[src/rtl/drx_pkg.sv]
package drx_pkg;
   typedef enum logic {
      DRX_ENCODED = 1'b0,
      DRX_RAW     = 1'b1
   } drx_mode_e;

   localparam int unsigned DRX_BYTE_W   = 8;
   localparam int unsigned DRX_SYM_W    = 10;
   localparam logic [7:0]  DRX_PAD_CODE = 8'hBC;
endpackage

[src/rtl/drx_pad_detect.sv]
module drx_pad_detect #(
   parameter int unsigned DATA_W   = 8,
   parameter bit          SUPPRESS = 1'b1,
   parameter logic [DATA_W-1:0] PAD_CODE = '0
) (
   input  logic              enc_mode,
   input  logic [DATA_W-1:0] chr_byte,
   input  logic              chr_ctrl,
   input  logic              chr_viol,
   output logic              is_pad
);
   generate
      if (SUPPRESS) begin : g_sup
         logic code_hit;
         assign code_hit = (chr_byte == PAD_CODE);
         assign is_pad   = enc_mode & chr_ctrl & ~chr_viol & code_hit;
      end else begin : g_nosup
         logic unused_in;
         assign unused_in = enc_mode ^ chr_ctrl ^ chr_viol ^ (^chr_byte);
         assign is_pad    = 1'b0;
      end
   endgenerate
endmodule

[src/rtl/drx_raw_map.sv]
module drx_raw_map #(
   parameter int unsigned DATA_W = 8,
   parameter int unsigned SYM_W  = 10
) (
   input  logic [SYM_W-1:0]  raw_sym,
   output logic [DATA_W-1:0] map_data,
   output logic              map_ctrl,
   output logic              map_viol
);
   localparam int unsigned TOP_IDX = SYM_W - 1;

   assign map_ctrl = raw_sym[TOP_IDX];
   assign map_viol = raw_sym[0];

   genvar gi;
   generate
      for (gi = 0; gi < DATA_W; gi++) begin : g_bit
         assign map_data[gi] = raw_sym[TOP_IDX - 1 - gi];
      end
   endgenerate
endmodule

[src/rtl/drx_out_reg.sv]
module drx_out_reg #(
   parameter int unsigned DATA_W = 8
) (
   input  logic              clk,
   input  logic              rst_n,
   input  logic              load,
   input  logic              hush,
   input  logic [DATA_W-1:0] nxt_data,
   input  logic              nxt_ctrl,
   input  logic              nxt_viol,
   output logic [DATA_W-1:0] q_data,
   output logic              q_ctrl,
   output logic              q_viol,
   output logic              rdy_n
);
   always_ff @(posedge clk or negedge rst_n) begin
      if (!rst_n) begin
         q_data <= '0;
         q_ctrl <= 1'b0;
         q_viol <= 1'b0;
      end else if (load) begin
         q_data <= nxt_data;
         q_ctrl <= nxt_ctrl;
         q_viol <= nxt_viol;
      end
   end

   always_ff @(posedge clk or negedge rst_n) begin
      if (!rst_n) rdy_n <= 1'b1;
      else        rdy_n <= ~(load & ~hush);
   end
endmodule

[src/rtl/drx_rx_out.sv]
module drx_rx_out
   import drx_pkg::*;
#(
   parameter int unsigned DATA_W    = DRX_BYTE_W,
   parameter int unsigned SYM_W     = DRX_SYM_W,
   parameter logic [DATA_W-1:0] PAD_CODE = DRX_PAD_CODE,
   parameter bit          BYPASS_EN = 1'b1,
   parameter bit          PAD_HUSH  = 1'b1
) (
   input  logic              clk,
   input  logic              rst_n,
   input  logic              mode_raw,
   input  logic              sym_vld,
   input  logic [DATA_W-1:0] dec_byte,
   input  logic              dec_ctrl,
   input  logic              dec_viol,
   input  logic [SYM_W-1:0]  raw_sym,
   output logic [DATA_W-1:0] q_data,
   output logic              q_ctrl,
   output logic              q_viol,
   output logic              rdy_n
);
   localparam int unsigned EXTRA_BITS = SYM_W - DATA_W;

   generate
      if (EXTRA_BITS != 2) begin : g_bad_width
         $error("drx_rx_out: SYM_W must equal DATA_W + 2");
      end
      if (DATA_W < 1) begin : g_bad_data
         $error("drx_rx_out: DATA_W must be positive");
      end
   endgenerate

   drx_mode_e            mode_e;
   logic                 use_raw;
   logic [DATA_W-1:0]    raw_data;
   logic                 raw_ctrl;
   logic                 raw_viol;
   logic [DATA_W-1:0]    sel_data;
   logic                 sel_ctrl;
   logic                 sel_viol;
   logic                 pad_hit;

   generate
      if (BYPASS_EN) begin : g_bypass
         assign mode_e = drx_mode_e'(mode_raw);
         drx_raw_map #(
            .DATA_W (DATA_W),
            .SYM_W  (SYM_W)
         ) map_i (
            .raw_sym  (raw_sym),
            .map_data (raw_data),
            .map_ctrl (raw_ctrl),
            .map_viol (raw_viol)
         );
      end else begin : g_nobypass
         logic unused_raw;
         assign unused_raw = mode_raw ^ (^raw_sym);
         assign mode_e     = DRX_ENCODED;
         assign raw_data   = '0;
         assign raw_ctrl   = 1'b0;
         assign raw_viol   = 1'b0;
      end
   endgenerate

   assign use_raw = (mode_e == DRX_RAW);

   always_comb begin
      if (use_raw) begin
         sel_data = raw_data;
         sel_ctrl = raw_ctrl;
         sel_viol = raw_viol;
      end else begin
         sel_data = dec_byte;
         sel_ctrl = dec_ctrl;
         sel_viol = dec_viol;
      end
   end

   drx_pad_detect #(
      .DATA_W   (DATA_W),
      .SUPPRESS (PAD_HUSH),
      .PAD_CODE (PAD_CODE)
   ) pad_i (
      .enc_mode (~use_raw),
      .chr_byte (dec_byte),
      .chr_ctrl (dec_ctrl),
      .chr_viol (dec_viol),
      .is_pad   (pad_hit)
   );

   drx_out_reg #(
      .DATA_W (DATA_W)
   ) oreg_i (
      .clk      (clk),
      .rst_n    (rst_n),
      .load     (sym_vld),
      .hush     (pad_hit),
      .nxt_data (sel_data),
      .nxt_ctrl (sel_ctrl),
      .nxt_viol (sel_viol),
      .q_data   (q_data),
      .q_ctrl   (q_ctrl),
      .q_viol   (q_viol),
      .rdy_n    (rdy_n)
   );
endmodule

[config.mk]
export PLATFORM = sky130hd
export DESIGN_NAME = drx_rx_out
export DESIGN_NICKNAME = d
export VERILOG_FILES = /design/src/rtl/drx_pkg.sv /design/src/rtl/drx_pad_detect.sv /design/src/rtl/drx_raw_map.sv /design/src/rtl/drx_out_reg.sv /design/src/rtl/drx_rx_out.sv
export SDC_FILE = /design/constraint.sdc
export NUM_CORES = 1
export LEC_CHECK = 0
export ABC_AREA = 1
export BUFFER_PORTS_ARGS = -buffer_cell sky130_fd_sc_hd__buf_2
export CAP_MARGIN = 5
export CORE_MARGIN = 1.5
export CORE_UTILIZATION = 35
export DETAILED_ROUTE_END_ITERATION = 7
export GPL_ROUTABILITY_DRIVEN = 1
export GPL_TIMING_DRIVEN = 0
export PLACE_DENSITY = 0.74
export REMOVE_ABC_BUFFERS = 1
export SETUP_SLACK_MARGIN = 0.15
export SLEW_MARGIN = 20
export SYNTH_ARGS = -nofsm -noshare
export SYNTH_HDL_FRONTEND = slang
export SYNTH_SLANG_ARGS = --single-unit
[constraint.sdc]
create_clock -name clk -period 0.8 [get_ports clk]
set_input_delay 0.16 -clock clk [delete_from_list [all_inputs] [get_ports clk]]
set_output_delay 0.16 -clock clk [all_outputs]
set_load 0.03 [all_outputs]
==> results of run 1 <==
state kept, by name, indices dropped and copies added (netlist names):
name	flops
oreg_i.rdy_n	1
oreg_i.q_viol	1
oreg_i.q_ctrl	1
oreg_i.q_data	8
worst min-delay path, delay by kind of cell:
family,cells,cell delay (ns)
buffers and inverters,1,0.09
and+or+nand+nor,3,0.15
metal layers:
metal	track usage, %	share of wire, %
met1	20.2	40
met2	32.6	55
met3	4.74	5.9
met4	7.50	0
met5	0	0
kinds of logic (layout without fill, tap and decap cells):
family	count (synthesis)	count (layout)
and+or+nand+nor	30	30
AOI/OAI and AO/OA	19	19
DFF	11	11
buffers and inverters	8	46
metrics by stage:
step	setup WS, ns	power (mW)	cells
5_1_grt	-0.312	1.59	122
3_5_place_dp	-0.226	1.02	115
2_1_floorplan	0.0468	0.857	65
4_1_cts	-0.288	1.50	121
3_3_place_gp	-0.214	1.01	115
6_report	-0.284	1.50	122
cell usage in the layout (no fill, tap or decap), drive strengths merged:
cell type	instances
buf	36
clkbuf	4
clkinv	1
dfrtp	10
dfstp	1
dlygate4sd3	1
inv	4
nand2	17
nand3	1
nor2	12
o211ai	1
o21ai	18
power breakdown:
| group | switching [mW] | total [mW] | leakage (nW) | internal [mW] |
|---|---|---|---|---|
| sequential | 0.0423 | 0.657 | 0.130 | 0.614 |
| combinational | 0.256 | 0.469 | 0.290 | 0.213 |
| clock | 0.181 | 0.374 | 0.0150 | 0.193 |
final timing paths:
kind                       slack [ns]                          from                           end  cells after the start
setup / recovery                -0.28        oreg_i.rdy_n$_DFF_PN1_                         rdy_n                      1
hold / removal                   0.14                   dec_byte[6]        oreg_i.rdy_n$_DFF_PN1_                      4
setup reg to reg                 0.05  oreg_i.q_data[4]$_DFFE_PN0P_  oreg_i.q_data[4]$_DFFE_PN0P_                      3
hold reg to reg                  0.51  oreg_i.q_data[3]$_DFFE_PN0P_  oreg_i.q_data[3]$_DFFE_PN0P_                      2
max in group asynchronous        0.25                         rst_n        oreg_i.rdy_n$_DFF_PN1_                      2
min in group asynchronous        0.29                         rst_n  oreg_i.q_data[3]$_DFFE_PN0P_                      2
timing repair:
| item | CTS | global route |
|---|---|---|
| endpoints found under the hold margin | 10 | 0 |
| gates resized for setup | 24 | 5 |
| buffers inserted | 1 | 1 |
| hold buffers | 1 | 0 |
| pin swaps | 3 | 4 |
| setup endpoints to repair | 22 | 20 |
layout make-up:
cell class,count,share of cell area (%)
inverter,5,2.65
multi-input combinational,49,27.4
sequential,11,32.5
clock buffer,4,3.09
timing repair buffer,37,32.0
tap,16,2.36
==> results.py, run 1 <==
metrics = {
    "setup_path": {
        "cpLargestDelayFamily": "flip-flops",
        "critPathMaxStageDelay_ns": 0.54,
        "crit_slowest_cell": "dfstp_2",
        "cp_cell_sequence": "buf_6",
        "crit_path_end_kind": "output port",
        "crit_type": "reg -> out",
        "start_kind": "flop",
        "crit_buf_inv": 1,
        "required_ns": 0.64,
        "cp_max_fo": 1,
        "cp.arrival_ns": 0.92,
    },
    "flow_run": {
        "cap_violations": 0,
    },
    "cts": {
        "cts_tree": "built",
        "cts_num_sinks": 11,
        "clk_latency_ns": 0.26,
        "numCtsBuffers": 3,
        "clkTransAtPathRegs_ns": 0.07,
        "cts_root_buf": "clkbuf_4",
        "cts-htree-levels": 1,
        "clock_path_buffers": 2,
    },
    "sta": {
        "fin_ws_ns": -0.284,
        "final-setup-viol-count": 11,
        "worst_slew_pin_slew_ns": 0.251,
        "fin_hold_ws_ns": 0.137,
        "rsz0062_at_grt": "yes",
        "finalCritPeriodShare_pct": 136,
        "fin_tns_setup_ns": -1.89,
        "relSlewSlack_pct": 83.3,
        "layout_min_cycle_time_ns": 1.08,
        "drv_slew": 0,
        "fin_worst_skew_ns": 0,
        "max_freq_ghz": 0.922,
        "final-hold-violation-count": 0,
    },
    "place": {
        "dp_hpwl_um": 1010,
        "place_area_um2": 709,
        "port_buffers": 34,
        "gp_congestion": 0.755,
    },
    "power_and_ir_drop": {
        "peakVddDrop_v": 0.000923,
        "p_per_area_nw_per_um2": 1760,
        "leakage_nw": 0.435,
    },
    "synthesis": {
        "netlist_area_um2": 547,
        "synthTopCellsByArea": "dfrtp_1 (46%), nand2_1 (12%), nor2_1 (8.2%), o21ai_0 (7.3%), o21ai_1 (7.3%)",
        "synth_enable_flop_cells": 0,
        "synth-compound-area-share_pct": 20.1,
        "synth_top_family_by_area": "simple AND/OR/NAND/NOR gates",
        "synth_warnings": 0,
        "synth_xor_area_share_pct": 0,
        "synth.area.mux_share_pct": 0,
        "async_reset_ff_share_pct": 100,
        "synth-adder-area-share_pct": 0,
        "synth_seq_cells": 11,
        "synthDistinctLibCells": 14,
        "synth_common_cells": "nand2_1 (17), nor2_1 (12), dfrtp_1 (10)",
        "synth_top_area_share_pct": 45.8,
        "synth.avg_cell_area_um2": 8.04,
        "yosys.area_share.simple_pct": 20.8,
        "yosysMostFrequentCell": "nand2_1",
        "yosysTopAreaCell": "dfrtp_1",
        "yosysSeqAreaShare_pct": 50.6,
        "synthCells": 68,
        "ys.flop_type": "dfrtp_1",
    },
    "die": {
        "die_w_um": 42.5,
        "start_util_pct": 36.7,
        "dieArea_um2": 1810,
        "die_h_um": 42.5,
        "ios": 35,
        "core_um2": 1490,
        "placementRows": 14,
    },
    "routing": {
        "wl_um": 1460,
        "post-route-drc-count": 0,
        "drt-initial-drc-count": 3,
        "route.vias.total": 581,
        "drtAntennaViolNets": 0,
        "vias_per_cell": 4.76,
        "wire_per_inst_um": 11.9,
        "first_pass_iters": 4,
    },
    "outcome": {
        "violations": "setup timing",
        "status": "complete, but fails checks",
    },
    "grt": {
        "grt_pass1_wl_um": 2480,
        "antenna_found_initial": 0,
        "grt_overflow": 0,
        "grt_usage_pct": 18.2,
        "grt_pass1_vias": 624,
        "grt_start_max_net_pins": 13,
    },
    "finish": {
        "syn_to_final_growth_pct": 55.4,
        "final_nets": 131,
        "regArea_um2": 277,
        "finish.instance_area_um2": 850,
        "insertedDiodeCount": 0,
        "multiInputGateArea_um2": 233,
        "drive_above_1_share_pct": 45.3,
        "fill_cells": 134,
        "fin_util_pct": 57.1,
    },
    "min_path": {
        "hold_path.class": "in -> reg",
    },
}
Note: power is estimated with default switching activity, not from simulation.
==> run 2, diff against run 1 <==
Settings changed: CORE_ASPECT_RATIO set to 0.9, CTS_BUF_LIST set to sky130_fd_sc_hd__clkbuf_8 sky130_fd_sc_hd__clkbuf_16.
==> results.py, run 2 (synthesis results as in run 1) <==
metrics = {
    "sta": {
        "drv_slew": 0,
        "max_freq_ghz": 0.970,
        "fin_worst_skew_ns": 0,
        "rsz0062_at_grt": "yes",
        "finalCritPeriodShare_pct": 129,
        "final-setup-viol-count": 12,
        "worst_slew_pin_slew_ns": 0.242,
        "fin_ws_ns": -0.231,
        "final-hold-violation-count": 0,
        "fin_hold_ws_ns": 0.186,
        "layout_min_cycle_time_ns": 1.03,
        "relSlewSlack_pct": 83.7,
    },
    "setup_path": {
        "critPathMaxStageDelay_ns": 0.52,
        "cpLargestDelayFamily": "flip-flops",
        "cp.arrival_ns": 0.87,
        "start_kind": "flop",
        "crit_type": "reg -> out",
        "required_ns": 0.64,
        "crit_path_end_kind": "output port",
        "cp_cell_sequence": "buf_6",
        "crit_slowest_cell": "dfstp_2",
        "crit_buf_inv": 1,
        "cp_max_fo": 1,
    },
    "cts": {
        "clock_path_buffers": 2,
        "cts_tree": "built",
        "cts_root_buf": "clkbuf_8",
        "clkTransAtPathRegs_ns": 0.05,
        "clk_latency_ns": 0.23,
        "cts-htree-levels": 1,
        "numCtsBuffers": 3,
        "cts_num_sinks": 11,
    },
    "die": {
        "dieArea_um2": 1810,
        "ios": 35,
        "placementRows": 13,
        "die_h_um": 40.5,
        "start_util_pct": 37.8,
        "core_um2": 1450,
        "die_w_um": 44.7,
    },
    "grt": {
        "grt_pass1_wl_um": 2200,
        "grt_overflow": 0,
        "grt_usage_pct": 17.4,
        "antenna_found_initial": 0,
        "grt_pass1_vias": 571,
        "grt_start_max_net_pins": 13,
    },
    "finish": {
        "syn_to_final_growth_pct": 70.5,
        "drive_above_1_share_pct": 50.9,
        "regMostFlops": "oreg_i.q_data",
        "final_common_cell": "buf_2",
        "multiInputGateArea_um2": 249,
        "final_cell_mix": "buf_2 (23), buf_6 (17), nand2_1 (12), nor2_1 (12), dfrtp_1 (10)",
        "insertedDiodeCount": 0,
        "largest_reg_flops": 8,
        "regArea_um2": 277,
        "fill_cells": 129,
        "final_nets": 135,
    },
    "outcome": {
        "status": "complete, but fails checks",
        "violations": "DRC, setup timing",
    },
    "routing": {
        "wire_per_inst_um": 13.1,
        "route.vias.total": 619,
        "drtAntennaViolNets": 0,
        "vias_per_cell": 4.95,
        "wl_um": 1640,
        "post-route-drc-count": 3,
        "drt-initial-drc-count": 7,
        "first_pass_iters": 6,
    },
    "place": {
        "gp_congestion": 0.779,
        "dp_hpwl_um": 1010,
        "port_buffers": 34,
    },
    "power_and_ir_drop": {
        "p_per_area_nw_per_um2": 1860,
        "peakVddDrop_v": 0.000832,
        "finalPower_mw": 1.73,
        "leakage_nw": 0.480,
    },
    "flow_run": {
        "cap_violations": 0,
    },
    "min_path": {
        "hold_path.class": "in -> reg",
    },
}
[run 2: what timing repair did]
action / CTS / global route
buffers inserted: 5 / 1
pin swaps: 1 / 2
endpoints found under the hold margin: 10 / 0
hold buffers: 1 / 0
resized for setup: 24 / 16
endpoints found under the setup margin: 22 / 22
[run 2: layout make-up]
cell class | count | area share, %
timing repair buffer | 41 | 34.0
sequential | 11 | 29.7
multi-input combinational | 49 | 26.7
clock buffer | 3 | 4.43
inverter | 5 | 2.82
tap | 15 | 2.01
clock inverter | 1 | 0.403
[run 2: where the power goes]
group,total (mW),internal [mW],switching (mW),leakage [nW]
sequential,0.661,0.616,0.0453,0.130
clock,0.535,0.336,0.199,0.0269
combinational,0.536,0.257,0.278,0.323
total,1.73,1.21,0.523,0.480
[run 2: worst min-delay path: cells and delay by family]
family,cells,cell delay [ns]
AND/OR/NAND/NOR,3,0.16
buffers and inverters,1,0.09
[run 2: layer usage]
layer / up-vias / track usage (%) / wire [um] / part of all wire (%)
met1: 291 / 20.2 / 639 / 39
met4: 0 / 7.58 / 8 / 0.49
met3: 2 / 4.50 / 94 / 5.7
met2: 21 / 30.4 / 894 / 55
met5: - / 0 / 0 / 0
li1: 305 / - / - / -
[run 2: final timing paths]
| path | slack, ns | startpoint | cells after the start | to |
|---|---|---|---|---|
| setup / recovery | -0.23 | oreg_i.rdy_n$_DFF_PN1_ | 1 | rdy_n |
| hold / removal | 0.19 | dec_byte[6] | 4 | oreg_i.rdy_n$_DFF_PN1_ |
| setup reg to reg | -0.03 | oreg_i.q_data[1]$_DFFE_PN0P_ | 4 | oreg_i.q_data[1]$_DFFE_PN0P_ |
| hold reg to reg | 0.52 | oreg_i.q_data[2]$_DFFE_PN0P_ | 2 | oreg_i.q_data[2]$_DFFE_PN0P_ |
| max in group asynchronous | 0.20 | rst_n | 2 | oreg_i.rdy_n$_DFF_PN1_ |
| min in group asynchronous | 0.33 | rst_n | 2 | oreg_i.q_data[7]$_DFFE_PN0P_ |
[run 2: per-stage QoR]
stage                     setup TNS, ns  cell area [um^2]  instances  setup slack, ns  utilization, %
after floorplan                       0               519         65           0.0468               -
after global placement            -2.03               708        114           -0.203            48.9
after detailed placement          -1.98               708        114           -0.205            48.9
after CTS                         -1.42               873        124           -0.236            60.3
after global routing              -1.73               932        125           -0.245            64.4
final                             -1.56               932        125           -0.231            64.4
==> run 3, diff against run 2 <==
Settings changed: REMOVE_ABC_BUFFERS 1 to unset.
==> results.py, run 3 (synthesis results as in run 1) <==
metrics = {
    "setup_path": {
        "cp.arrival_ns": 0.88,
        "cp_max_fo": 1,
        "crit_type": "reg -> out",
        "r2r_start": "oreg_i.q_data[5]$_DFFE_PN0P_",
        "ff2ff_setup_slack_ns": 0.05,
        "required_ns": 0.64,
        "crit_slowest_cell": "dfstp_2",
        "cp_cell_sequence": "buf_6",
        "critPathMaxStageDelay_ns": 0.52,
        "start_kind": "flop",
        "rr_endpoint": "oreg_i.q_data[5]$_DFFE_PN0P_",
        "crit_buf_inv": 1,
        "crit_path_end_kind": "output port",
        "cpLargestDelayFamily": "flip-flops",
        "startpoint": "oreg_i.rdy_n$_DFF_PN1_",
        "ff2ff_path_depth": 3,
    },
    "finish": {
        "syn_to_final_growth_pct": 65.4,
        "fill_cells": 137,
        "final_nets": 132,
        "stdcell_count": 122,
        "insertedDiodeCount": 0,
        "final_cell_mix": "buf_2 (22), nand2_1 (13), buf_6 (13)",
        "regMostFlops": "oreg_i.q_data",
        "drive_above_1_share_pct": 57.0,
        "fin_util_pct": 62.5,
        "largest_reg_flops": 8,
        "final_common_cell": "buf_2",
    },
    "die": {
        "ios": 35,
        "core_um2": 1450,
        "dieArea_um2": 1810,
        "start_util_pct": 37.8,
        "die_h_um": 40.5,
        "die_w_um": 44.7,
        "placementRows": 13,
    },
    "grt": {
        "grt_overflow": 0,
        "grtUsageMet2_pct": 28.6,
        "antenna_found_initial": 0,
        "grt_usage_pct": 16.8,
        "grt_pass1_vias": 490,
        "grt_pass1_wl_um": 2120,
        "grt-busiest-layer": "met2",
        "grt_start_max_net_pins": 12,
        "use_met3_pct": 1.35,
        "met1_usage_pct": 22.1,
    },
    "cts": {
        "clk_latency_ns": 0.23,
        "cts_root_buf": "clkbuf_8",
        "clkTransAtPathRegs_ns": 0.05,
        "clock_path_buffers": 2,
        "cts_num_sinks": 11,
        "cts_tree": "built",
        "numCtsBuffers": 3,
        "cts-htree-levels": 1,
    },
    "sta": {
        "fin_worst_skew_ns": 0,
        "final-hold-violation-count": 0,
        "fin_tns_setup_ns": -1.59,
        "layout_min_cycle_time_ns": 1.04,
        "finalCritPeriodShare_pct": 129,
        "max_freq_ghz": 0.966,
        "drv_slew": 0,
        "final-setup-viol-count": 11,
        "fin_ws_ns": -0.236,
        "rsz0062_at_grt": "yes",
        "worst_slew_pin_slew_ns": 0.246,
        "relSlewSlack_pct": 83.6,
    },
    "outcome": {
        "violations": "DRC, setup timing",
        "status": "complete, but fails checks",
    },
    "min_path": {
        "hold_path.class": "in -> reg",
        "hold_path_end": "oreg_i.rdy_n$_DFF_PN1_",
        "min_from": "dec_byte[6]",
        "min_path_cells": 4,
    },
    "routing": {
        "vias_per_cell": 4.75,
        "drtAntennaViolNets": 0,
        "first_pass_iters": 7,
        "wire_per_inst_um": 12.1,
        "drt-initial-drc-count": 12,
        "route.vias.total": 579,
        "wl_um": 1480,
        "post-route-drc-count": 4,
    },
    "place": {
        "dp.cells": 116,
        "port_buffers": 33,
        "gp_congestion": 0.810,
        "dp_hpwl_um": 1070,
    },
    "power_and_ir_drop": {
        "leakage_nw": 0.446,
        "peakVddDrop_v": 0.000918,
        "p_per_area_nw_per_um2": 1850,
    },
    "flow_run": {
        "cap_violations": 0,
    },
    "synthesis": {
        "syn_nets": 92,
    },
}
-- run 3: worst min-delay path, stage by stage --
cell,delay [ns]
buf_2,0.09
nor2_1,0.04
nand3_1,0.07
nand2_1,0.05
-- run 3: routing by layer --
layer | wire length, um | share of wire (%)
met1 | 628 | 42
met4 | 19 | 1.3
met3 | 102 | 6.9
met2 | 728 | 49
met5 | 0 | 0
-- run 3: worst max-delay path by stage --
stage	to	slack, ns	cells past startpoint
6_report	rdy_n	-0.24	1
5_1_grt	rdy_n	-0.25	1
4_1_cts	rdy_n	-0.25	1
3_5_place_dp	oreg_i.q_ctrl$_DFFE_PN0P_	-0.08	4
3_3_place_gp	oreg_i.q_ctrl$_DFFE_PN0P_	-0.05	4
2_1_floorplan	rdy_n	0.05	0
-- run 3: through the flow --
stage,instance area [um^2],power [mW],hold WS [ns],setup WS [ns]
global placement,747,1.03,0.0405,-0.0516
CTS,873,1.66,0.181,-0.248
finish,905,1.67,0.179,-0.236
global route,905,1.77,0.192,-0.253
detailed placement,747,1.04,0.0428,-0.0793
floorplan,563,0.891,-0.136,0.0517
-- run 3: timing repair --
item                                    in CTS  in global routing
gates resized for setup                     23                  7
setup buffers                                0                  1
endpoints found under the setup margin      12                 21
hold buffers                                 1                  0
endpoints found under the hold margin       10                  0
-- run 3: layout make-up --
type | instances | area, um^2 | share of cell area [%]
Inverter | 5 | 22.5 | 2.49
Buffer | 3 | 31.3 | 3.46
Clock inverter | 1 | 3.75 | 0.415
Sequential cell | 11 | 289 | 32.0
Tap cell | 15 | 18.8 | 2.07
Clock buffer | 3 | 41.3 | 4.56
Timing Repair Buffer | 35 | 255 | 28.2
Multi-Input combinational cell | 49 | 243 | 26.8
-- run 3: where the power goes --
group          leakage [nW]  switching [mW]  internal, mW
Clock                0.0269           0.190         0.335
Combinational         0.300           0.261         0.219
Sequential            0.120          0.0439         0.626
